==> src/rtl/fstk_alu_pkg.sv <==
package fstk_alu_pkg;

    typedef enum logic [4:0] {
        OP_ADD  = 5'd0,
        OP_ADC  = 5'd1,
        OP_SUB  = 5'd2,
        OP_SSUB = 5'd3,
        OP_AND  = 5'd4,
        OP_OR   = 5'd5,
        OP_XOR  = 5'd6,
        OP_NOT  = 5'd7,
        OP_SL   = 5'd8,
        OP_ASR  = 5'd9,
        OP_LSR  = 5'd10,
        OP_ROR  = 5'd11,
        OP_ROL  = 5'd12,
        OP_ZEQU = 5'd13,
        OP_NOS  = 5'd14,
        OP_SWAP = 5'd15,
        OP_CC   = 5'd16,
        OP_LIT  = 5'd17
    } alu_op_e;

    typedef enum logic [1:0] {
        MD_NONE = 2'd0,
        MD_POP  = 2'd1,
        MD_PUSH = 2'd2,
        MD_BOTH = 2'd3
    } stk_mode_e;

    typedef enum logic {
        ST_CLEAN   = 1'b0,
        ST_FAULTED = 1'b1
    } err_state_e;

    localparam logic [1:0] STEP_UP   = 2'b01;
    localparam logic [1:0] STEP_DOWN = 2'b11;
    localparam logic [1:0] STEP_HOLD = 2'b00;

    function automatic logic [1:0] stack_step(alu_op_e op, stk_mode_e md);
        logic [1:0] s;
        s = STEP_HOLD;
        case (op)
            OP_ADD, OP_ADC, OP_SUB, OP_SSUB, OP_AND, OP_OR, OP_XOR:
                s = (md == MD_PUSH) ? STEP_UP : STEP_DOWN;
            OP_NOS:
                s = (md == MD_PUSH) ? STEP_UP : ((md == MD_POP) ? STEP_DOWN : STEP_HOLD);
            OP_LIT:
                s = STEP_UP;
            default:
                s = STEP_HOLD;
        endcase
        return s;
    endfunction

endpackage

==> src/rtl/fstk_alu_calc.sv <==
module fstk_alu_calc
    import fstk_alu_pkg::*;
#(
    parameter int W = 32
) (
    input  alu_op_e        op,
    input  stk_mode_e      md,
    input  logic [W-1:0]   tos_in,
    input  logic [W-1:0]   nos_in,
    input  logic [W-1:0]   lit_in,
    input  logic           cin,
    output logic [W-1:0]   res,
    output logic           c_out,
    output logic           c_we,
    output logic           v_out,
    output logic           v_we
);
    localparam int M = W - 1;

    logic [W:0]   ext;
    logic [W-1:0] opa;
    logic [W-1:0] opb;

    always_comb begin
        res   = tos_in;
        c_out = cin;
        c_we  = 1'b0;
        v_out = 1'b0;
        v_we  = 1'b0;
        opa   = nos_in;
        opb   = tos_in;
        ext   = '0;
        case (op)
            OP_ADD, OP_ADC: begin
                ext   = {1'b0, opa} + {1'b0, opb}
                      + {{W{1'b0}}, (op == OP_ADC) ? cin : 1'b0};
                res   = ext[W-1:0];
                c_out = ext[W];
                c_we  = 1'b1;
                v_out = (opa[M] == opb[M]) && (res[M] != opa[M]);
                v_we  = 1'b1;
            end
            OP_SUB, OP_SSUB: begin
                if (op == OP_SSUB) begin
                    opa = tos_in;
                    opb = nos_in;
                end
                ext   = {1'b0, opa} + {1'b0, ~opb} + {{W{1'b0}}, 1'b1};
                res   = ext[W-1:0];
                c_out = ext[W];
                c_we  = 1'b1;
                v_out = (opa[M] != opb[M]) && (res[M] != opa[M]);
                v_we  = 1'b1;
            end
            OP_AND:  res = nos_in & tos_in;
            OP_OR:   res = nos_in | tos_in;
            OP_XOR:  res = nos_in ^ tos_in;
            OP_NOT:  res = ~tos_in;
            OP_SL: begin
                res   = {tos_in[M-1:0], 1'b0};
                c_out = tos_in[M];
                c_we  = 1'b1;
            end
            OP_ASR: begin
                res   = {tos_in[M], tos_in[M:1]};
                c_out = tos_in[0];
                c_we  = 1'b1;
            end
            OP_LSR: begin
                res   = {1'b0, tos_in[M:1]};
                c_out = tos_in[0];
                c_we  = 1'b1;
            end
            OP_ROR: begin
                res   = {cin, tos_in[M:1]};
                c_out = tos_in[0];
                c_we  = 1'b1;
            end
            OP_ROL: begin
                res   = {tos_in[M-1:0], cin};
                c_out = tos_in[M];
                c_we  = 1'b1;
            end
            OP_ZEQU: res = (tos_in == '0) ? '1 : '0;
            OP_NOS:  res = (md == MD_PUSH) ? nos_in : tos_in;
            OP_SWAP: res = nos_in;
            OP_CC: begin
                c_out = 1'b0;
                c_we  = 1'b1;
            end
            OP_LIT:  res = lit_in;
            default: res = tos_in;
        endcase
    end

endmodule

==> src/rtl/fstk_alu_stack.sv <==
module fstk_alu_stack #(
    parameter int W  = 32,
    parameter int AW = 6
) (
    input  logic          clk,
    input  logic          we,
    input  logic [AW-1:0] wr_addr,
    input  logic [W-1:0]  wr_data,
    input  logic [AW-1:0] rd_addr,
    output logic [W-1:0]  rd_data
);
    localparam int CELLS = 2 ** AW;

    logic [W-1:0] cells [CELLS];

    always_ff @(posedge clk) begin
        if (we) begin
            cells[wr_addr] <= wr_data;
        end
    end

    assign rd_data = cells[rd_addr];

endmodule

==> src/rtl/fstk_alu.sv <==
module fstk_alu
    import fstk_alu_pkg::*;
#(
    parameter int  W   = 32,
    parameter int  AW  = 6,
    localparam int CAP = 2 ** AW + 2,
    localparam int DW  = $clog2(CAP + 1)
) (
    input  logic          clk,
    input  logic          rst_n,
    input  logic          op_valid,
    input  logic [4:0]    op_code,
    input  logic [1:0]    op_mode,
    input  logic [W-1:0]  lit_data,
    output logic [W-1:0]  tos,
    output logic [W-1:0]  nos,
    output logic [DW-1:0] depth,
    output logic [1:0]    sp_step,
    output logic          flag_c,
    output logic          flag_v,
    output logic          flag_n,
    output logic          flag_z,
    output logic          stk_err
);
    localparam logic [DW-1:0] D_CAP = DW'(CAP);

    alu_op_e    op;
    stk_mode_e  md;
    err_state_e state_q, state_d;

    logic [W-1:0]  res, deep_rd, tos_d, nos_d;
    logic [DW-1:0] depth_d;
    logic          c_out, c_we, v_out, v_we;
    logic          do_push, do_pop, is_full, is_empty, fault;
    logic          mem_we;
    logic [AW-1:0] wr_addr, rd_addr;

    assign op = alu_op_e'(op_code);
    assign md = stk_mode_e'(op_mode);

    fstk_alu_calc #(.W(W)) u_calc (
        .op     (op),
        .md     (md),
        .tos_in (tos),
        .nos_in (nos),
        .lit_in (lit_data),
        .cin    (flag_c),
        .res    (res),
        .c_out  (c_out),
        .c_we   (c_we),
        .v_out  (v_out),
        .v_we   (v_we)
    );

    fstk_alu_stack #(.W(W), .AW(AW)) u_stack (
        .clk     (clk),
        .we      (mem_we),
        .wr_addr (wr_addr),
        .wr_data (nos),
        .rd_addr (rd_addr),
        .rd_data (deep_rd)
    );

    // stack bookkeeping for the current operation
    always_comb begin
        sp_step  = stack_step(op, md);
        do_push  = (sp_step == STEP_UP);
        do_pop   = (sp_step == STEP_DOWN);
        is_full  = (depth == D_CAP);
        is_empty = (depth == '0);
        fault    = op_valid && ((do_push && is_full) || (do_pop && is_empty));
        wr_addr  = AW'(depth - DW'(2));
        rd_addr  = AW'(depth - DW'(3));
        mem_we   = op_valid && do_push && !is_full && (depth >= DW'(2));

        tos_d   = res;
        nos_d   = nos;
        depth_d = depth;
        if (op == OP_SWAP) begin
            nos_d = tos;
        end else if (do_push) begin
            nos_d = tos;
            if (!is_full) depth_d = depth + DW'(1);
        end else if (do_pop) begin
            nos_d = (depth >= DW'(3)) ? deep_rd : '0;
            if (!is_empty) depth_d = depth - DW'(1);
        end
    end

    // state register of the fault controller
    always_ff @(posedge clk) begin
        if (!rst_n) begin
            state_q <= ST_CLEAN;
        end else begin
            state_q <= state_d;
        end
    end

    // transitions: T_FAULT from clean, self-loop once faulted
    always_comb begin
        state_d = state_q;
        unique case (state_q)
            ST_CLEAN:   if (fault) state_d = ST_FAULTED;
            ST_FAULTED: state_d = ST_FAULTED;
        endcase
    end

    // outputs of the fault controller
    always_comb begin
        stk_err = 1'b0;
        unique case (state_q)
            ST_CLEAN:   stk_err = 1'b0;
            ST_FAULTED: stk_err = 1'b1;
        endcase
    end

    // datapath registers and flags
    always_ff @(posedge clk) begin
        if (!rst_n) begin
            tos    <= '0;
            nos    <= '0;
            depth  <= '0;
            flag_c <= 1'b0;
            flag_v <= 1'b0;
            flag_n <= 1'b0;
            flag_z <= 1'b0;
        end else if (op_valid) begin
            tos   <= tos_d;
            nos   <= nos_d;
            depth <= depth_d;
            if (c_we) flag_c <= c_out;
            if (v_we) flag_v <= v_out;
            if (op != OP_CC) begin
                flag_n <= tos_d[W-1];
                flag_z <= (tos_d == '0);
            end
        end
    end

endmodule

==> config.mk <==
export PLATFORM = sky130hd
export DESIGN_NAME = fstk_alu
export DESIGN_NICKNAME = d
export VERILOG_FILES = /design/src/rtl/fstk_alu_pkg.sv /design/src/rtl/fstk_alu_calc.sv /design/src/rtl/fstk_alu_stack.sv /design/src/rtl/fstk_alu.sv
export SDC_FILE = /design/constraint.sdc
export NUM_CORES = 2
export LEC_CHECK = 0
export BUFFER_PORTS_ARGS = -buffer_cell sky130_fd_sc_hd__buf_2
export CAP_MARGIN = 20
export CORE_ASPECT_RATIO = 1.5
export CORE_MARGIN = 2
export CORE_UTILIZATION = 55
export CTS_CLUSTER_DIAMETER = 150
export DETAILED_ROUTE_END_ITERATION = 10
export MAX_ROUTING_LAYER = met4
export PLACE_DENSITY = 0.82
export SYNTH_ARGS = -nofsm -noshare
export SYNTH_HDL_FRONTEND = slang
export SYNTH_SLANG_ARGS = --single-unit
==> constraint.sdc <==
create_clock -name clk -period 11.7 [get_ports clk]
set_input_delay 1.755 -clock clk [delete_from_list [all_inputs] [get_ports clk]]
set_output_delay 1.755 -clock clk [all_outputs]
set_load 0.005 [all_outputs]
Word-level counts from Yosys, hierarchy flattened
Memory sizes are Yosys's and may differ from the RTL's.
Cells that the tools add are included.

word-level totals
  logic and storage cells = 113
  memories = 1
  RAM bits = 2048
  input bits = 42
  register bits after elaboration = 76
  output and inout port bits = 78

cells by class
  $lt $le $gt $ge = 2
  reduce and logical (&&, ||, !) cells = 29
  muxes and demuxes = 29
  eq/ne operators = 29
  $add $sub $neg = 8
  bitwise operators = 7

memories
  name           depth  width  rd ports  clocked after Yosys merged registers in  wr ports  RTL line              source
  u_stack.cells  64     32     1         0                                        1         fstk_alu_stack.sv:14  logic [W-1:0] cells [CELLS];

operators by type and width
  operator                                                                             number
  32-bit case mux with 15 select lines                                                 1
  32-bit two-way mux                                                                   10
  32-bit by 32-bit adder with 33-bit output                                            2
  32-bit zero test                                                                     2
  32-bit NOT                                                                           2
  5-bit by 4-bit equality test with 1-bit output, second input constant                8
  33-bit by 1-bit adder with 33-bit output                                             1
  33-bit by 1-bit adder with 33-bit output, second input constant                      1
  32-bit bitwise AND                                                                   1
  32-bit OR                                                                            1
  32-bit XOR                                                                           1
  7-bit two-way mux                                                                    4
  5-bit by 3-bit equality test with 1-bit output, second input constant                4
  7-bit by 2-bit greater-or-equal comparator with 1-bit output, second input constant  2
  6-bit by 2-bit subtractor with 6-bit output, second input constant                   2
  5-bit by 2-bit equality test with 1-bit output, second input constant                2
  5-bit equality test, second input constant                                           2
  10-bit OR reduction                                                                  1
  1-bit logical AND                                                                    8
  7-bit by 1-bit adder with 7-bit output, second input constant                        1
  7-bit equality test, second input constant                                           1
  7-bit zero test                                                                      1
  7-bit OR reduction                                                                   1
  7-bit by 1-bit subtractor with 7-bit output, second input constant                   1
  25 further kinds                                                                     44

Logic depth before layout (Yosys ltp)
  word-level depth = 10
  mapped depth = 20

By module
A second synthesis with hierarchy kept.

second synthesis, totals
  cell total of the unflattened synthesis = 4825
  area, all modules = 88586.2 um^2

modules (own cells, without submodules)
  module          instances  area an instance (um^2)  cells each
  fstk_alu_stack  1          77874.7                  3292
  fstk_alu_calc   1          6974.2                   1099
  fstk_alu        1          3737.3                   434

Worst setup path after synthesis
OpenSTA, ideal clock, no wires.

  kind = input-to-reg
  from = in op_code[1]
  to = reg flag_z
  stages = 19
  setup time = 0.084 ns
  arrival time = 6.279 ns
  path buffers = 3
  slack = 5.337 ns
  cell sequence = buf_4 > buf_2 > nor4_1 > clkbuf_1 > nand3_1 > fa_1 > inv_1 > fa_1 > a222oi_1 > o21ai_0 > nor4_2 > nand4_1 > a2111oi_0 > nand4_1 > nor4_1 > nand4_1 > nor4_1 > nand4b_1 > o31ai_2

on the way
  word-level cells in the longest chain between the ends = 8

ends and longest elaborated chain
  what                                            RTL line                                  source
  start: declaration                              fstk_alu.sv:12                            input logic [4:0] op_code,
  5-bit by 2-bit equality test with 1-bit output  fstk_alu_calc.sv:33, fstk_alu_calc.sv:44
  32-bit two-way mux                              fstk_alu_calc.sv:44                       if (op == OP_SSUB) begin
  32-bit two-way mux                              fstk_alu_calc.sv:33                       case (op)
  32-bit NOT                                      fstk_alu_calc.sv:48                       ext = {1'b0, opa} + {1'b0, ~opb} + {{W{1'b0}}, 1'b1};
  32-bit by 32-bit adder with 33-bit output       fstk_alu_calc.sv:48
  33-bit by 1-bit adder with 33-bit output        fstk_alu_calc.sv:48
  32-bit case mux with 15 select lines            fstk_alu_calc.sv:33
  32-bit zero test                                fstk_alu.sv:135                           flag_z <= (tos_d == '0);
  end signal: assignment                          fstk_alu.sv:135
  end: declaration                                fstk_alu.sv:22                            output logic flag_z,

Several ways; a longest one is shown, not always the timed one. The select of a mux whose other input is x is not followed.
A chain may end at the register's enable or synchronous reset.

Final worst setup path
Same ends and word-level chain as after synthesis.

==> flow_summary.ini <==
[run_status]
outcome = complete, no violations

[placed_design]
place.detailed.instances = 6810
place.detailed.hpwl_um = 173000
port-buffer-count = 119
dp_slack_ns = 4.11
gp_congestion = 1.07

[die]
row_count = 181
chipHeight_um = 497
core-area_mm2 = 0.162
die_width_um = 333
pin_count = 120
initial_core_util_pct = 55.1
die_area_mm2 = 0.165

[critical_path]
reg2regPathDepth = 17
worst_setup_path_start_kind = input pin
rrSetupSlack_ns = 5.55
highest_net_fanout_along_the_worst_path = 40
critical_path_required_ns = 12.46
endpoint_kind = flip-flop
worst-endpoint-arrival_ns = 7.86
critical_path.reg2reg.endpoint = flag_z
critical_path_class = input pin to flip-flop
critical_path_end = flag_z
critical_path_start = op_code[1]
reg2reg_from = tos[0]

[power]
p_leak_nw = 30.5
power_dens_cells_mw_per_mm2 = 173
peakVddDrop_mv = 0.158
report.power.total_mw = 17.2

[cells_and_area]
net_count_of_the_finished_layout = 5020
syn_to_final_growth_pct = 11.3
finalCoreUtilization_pct = 61.4
multiInputGateArea_mm2 = 0.0252
finish.cell_count_without_fillers = 7179
regArea_mm2 = 0.0631
fillCellCount = 10600
layout-drive-gt1-share_pct = 26.6

[grt]
first_global_vias = 51400
grt_antenna_before_repair = 15
first_pass_grt_wire_length_um = 411000
maximum_number_of_pins_on_one_net_before_global_route_repair = 138
grt.overflow.total = 0
grtUsageTotal_pct = 36.7

[clock_tree]
cts.sinks = 2124
postCtsResizedCells = 0
cts_buffer_count = 177
path_clk_slew_ns = 0.08
clk_latency_ns = 0.86
cts_hold_buffers = 0
cts.htree.levels = 4
postCtsSetupBuffers = 0
cts_tree = built
clock-root-buffer = clkbuf_16
cts_buffer_depth = 3

[yosys]
async_flop_share_pct = 0
synthCells = 4781
synthesis.nets = 4901
dominantRegCellSynth = edfxtp_1
syn-cell-area_mm2 = 0.0892
post_synth.cell_area_avg_um2 = 18.6
ys_seq_area_share_pct = 70.7
yosysUniqueCellTypes = 98
synth.ff_latch_count = 2124
yosys_warns = 0
synth_enable_flop_cells = 2048

[hold_path]
timing.hold.worst.class = flip-flop to flip-flop

[drt]
detail_route.wl_per_cell_um = 41.4
vias = 53700
detail_route.first_pass.iterations = 8
routed_via_density = 7.49
route.final.wire_length_um = 297000
final_antenna_net_count = 0
detail_route.iter0.violations = 9845
detail_route.drc_violations = 0

[sta]
timing.final.crit_period_ns = 7.11
unrepaired_setup_endpoints_after_global_routing = no
worst-slew-pin-transition_ns = 1.21
final-max-slew-violation-count = 0
final_hold_viol_count = 0
setup_violations = 0
totalNegativeSetupSlack_ns = 0
fin_worst_skew_ns = 0.0805
fmaxAchievable_mhz = 141
worst_slack_ns = 4.59
max_slew_margin_pct = 19.1
post_route_clock_period_utilization_pct = 60.7

[job]
max-cap-violations = 0
[placed cells by master, fill, tap and decap left out, types with 43 or more instances in the layout]
| cell | Yosys | final |
|---|---|---|
| o21ai_0 | 80 | 80 |
| ha_1 | 75 | 74 |
| buf_2 | 19 | 119 |
| buf_4 | 2 | 123 |
| nor2_4 | 1 | 66 |
| edfxtp_1 | 2048 | 2048 |
| nor2_1 | 239 | 173 |
| a21oi_1 | 106 | 105 |
| inv_1 | 87 | 87 |
| nand2_1 | 257 | 253 |
| nand3_1 | 65 | 63 |
| a211oi_1 | 52 | 52 |
| dfxtp_1 | 76 | 43 |
| mux4_2 | 640 | 640 |
| clkbuf_16 | 0 | 177 |
[layer usage]
metal	vias to the layer above	GRT usage, %	share of wire (%)
met5	-	-	0
met4	0	21.9	8.0
met3	1049	8.17	13
met2	5603	54.7	46
met1	27100	46.6	32
li1	20000	-	-
[where the power goes]
| group | total, mW | internal, mW | switching [mW] | leakage [nW] |
|---|---|---|---|---|
| Sequential | 8.50 | 8.41 | 0.0898 | 18.9 |
| Clock | 6.24 | 3.28 | 2.96 | 2.89 |
| Combinational | 2.44 | 0.808 | 1.64 | 8.70 |
[flip-flops by register name (all words and copies together) (netlist names)]
register,cells
u_stack.cells,2048
nos,32
tos,32
depth,7
flag_c,1
flag_n,1
flag_v,1
flag_z,1
state_q,1
[kinds of logic after synthesis]
logic type	synth area share, %
flip-flops	70.7
AND/OR/NAND/NOR	4.76
multiplexers	16.5
AO/OA/AOI/OAI	4.75
buffers and inverters	1.80
adder cells (fa/ha/maj)	1.12
XOR/XNOR	0.354
[cell usage after synthesis (8+ instances only)]
| cell type | count | share of area (%) |
|---|---|---|
| a2111oi_0 | 10 | 0.098 |
| a211oi_1 | 52 | 0.44 |
| a21o_1 | 27 | 0.23 |
| a21oi_1 | 106 | 0.59 |
| a221o_1 | 8 | 0.090 |
| a221oi_1 | 25 | 0.25 |
| a222oi_1 | 9 | 0.10 |
| a22o_1 | 9 | 0.088 |
| a22oi_1 | 37 | 0.31 |
| a31oi_1 | 23 | 0.16 |
| a32oi_1 | 35 | 0.34 |
| and2_1 | 10 | 0.070 |
| and3_1 | 18 | 0.13 |
| buf_1 | 52 | 0.22 |
| buf_2 | 19 | 0.11 |
| clkbuf_1 | 250 | 1.1 |
| dfxtp_1 | 76 | 1.7 |
| edfxtp_1 | 2048 | 69 |
| ha_1 | 75 | 1.1 |
| inv_1 | 87 | 0.37 |
| mux2i_1 | 25 | 0.28 |
| mux4_2 | 640 | 16 |
| nand2_1 | 257 | 1.1 |
| nand2b_1 | 23 | 0.16 |
| nand3_1 | 65 | 0.36 |
| nand3b_1 | 41 | 0.35 |
| nand4_1 | 31 | 0.22 |
| nor2_1 | 239 | 1.0 |
| nor2b_1 | 25 | 0.18 |
| nor3_1 | 42 | 0.24 |
| nor3b_1 | 22 | 0.19 |
| nor4_1 | 30 | 0.21 |
| o211ai_1 | 27 | 0.23 |
| o21a_1 | 16 | 0.13 |
| o21ai_0 | 80 | 0.45 |
| o22ai_1 | 15 | 0.11 |
| or2_2 | 13 | 0.091 |
| or3_1 | 12 | 0.084 |
| xnor2_1 | 23 | 0.23 |
| xor2_1 | 13 | 0.13 |
[worst max-delay path, stage by stage]
cell and delay (ns):
buf_2 0.08, buf_4 0.47, nor4_2 0.13, nand3_1 0.13, fa_1 0.22, inv_1 0.06
fa_1 0.41, a21o_1 0.32, a221oi_1 0.52, o221ai_1 0.21, buf_4 0.21, o311ai_1 0.93
nand2_1 0.37, nor2_1 0.44, o221ai_1 0.25, xnor2_1 0.19, o22ai_1 0.09, a21oi_1 0.38
or4b_1 0.49, o31ai_2 0.17
[area by class of cell]
type,instances,share of cell area [%]
sequential,2124,63.5
tap,2104,2.65
multi-input combinational,2243,25.4
clock buffer,214,4.61
inverter,88,0.333
timing repair buffer,266,2.04
clock inverter,117,1.42
antenna,23,0.0580
[worst min path at each step]
stage	start	to	slack, ns	cells after the start
finish	state_q	state_q	0.46	2
global route	state_q	state_q	0.49	2
CTS	state_q	state_q	0.46	2
detailed placement	state_q	state_q	0.45	2
global placement	state_q	state_q	0.44	2
floorplan	state_q	state_q	0.44	2
[per-stage QoR]
stage / instance area (um2) / hold slack (ns)
final: 99300 / 0.462
after CTS: 98900 / 0.457
after global routing: 99300 / 0.490
after floorplan: 89200 / 0.442
after global placement: 92800 / 0.440
after detailed placement: 92900 / 0.445
(Power assumes the default switching activity.)
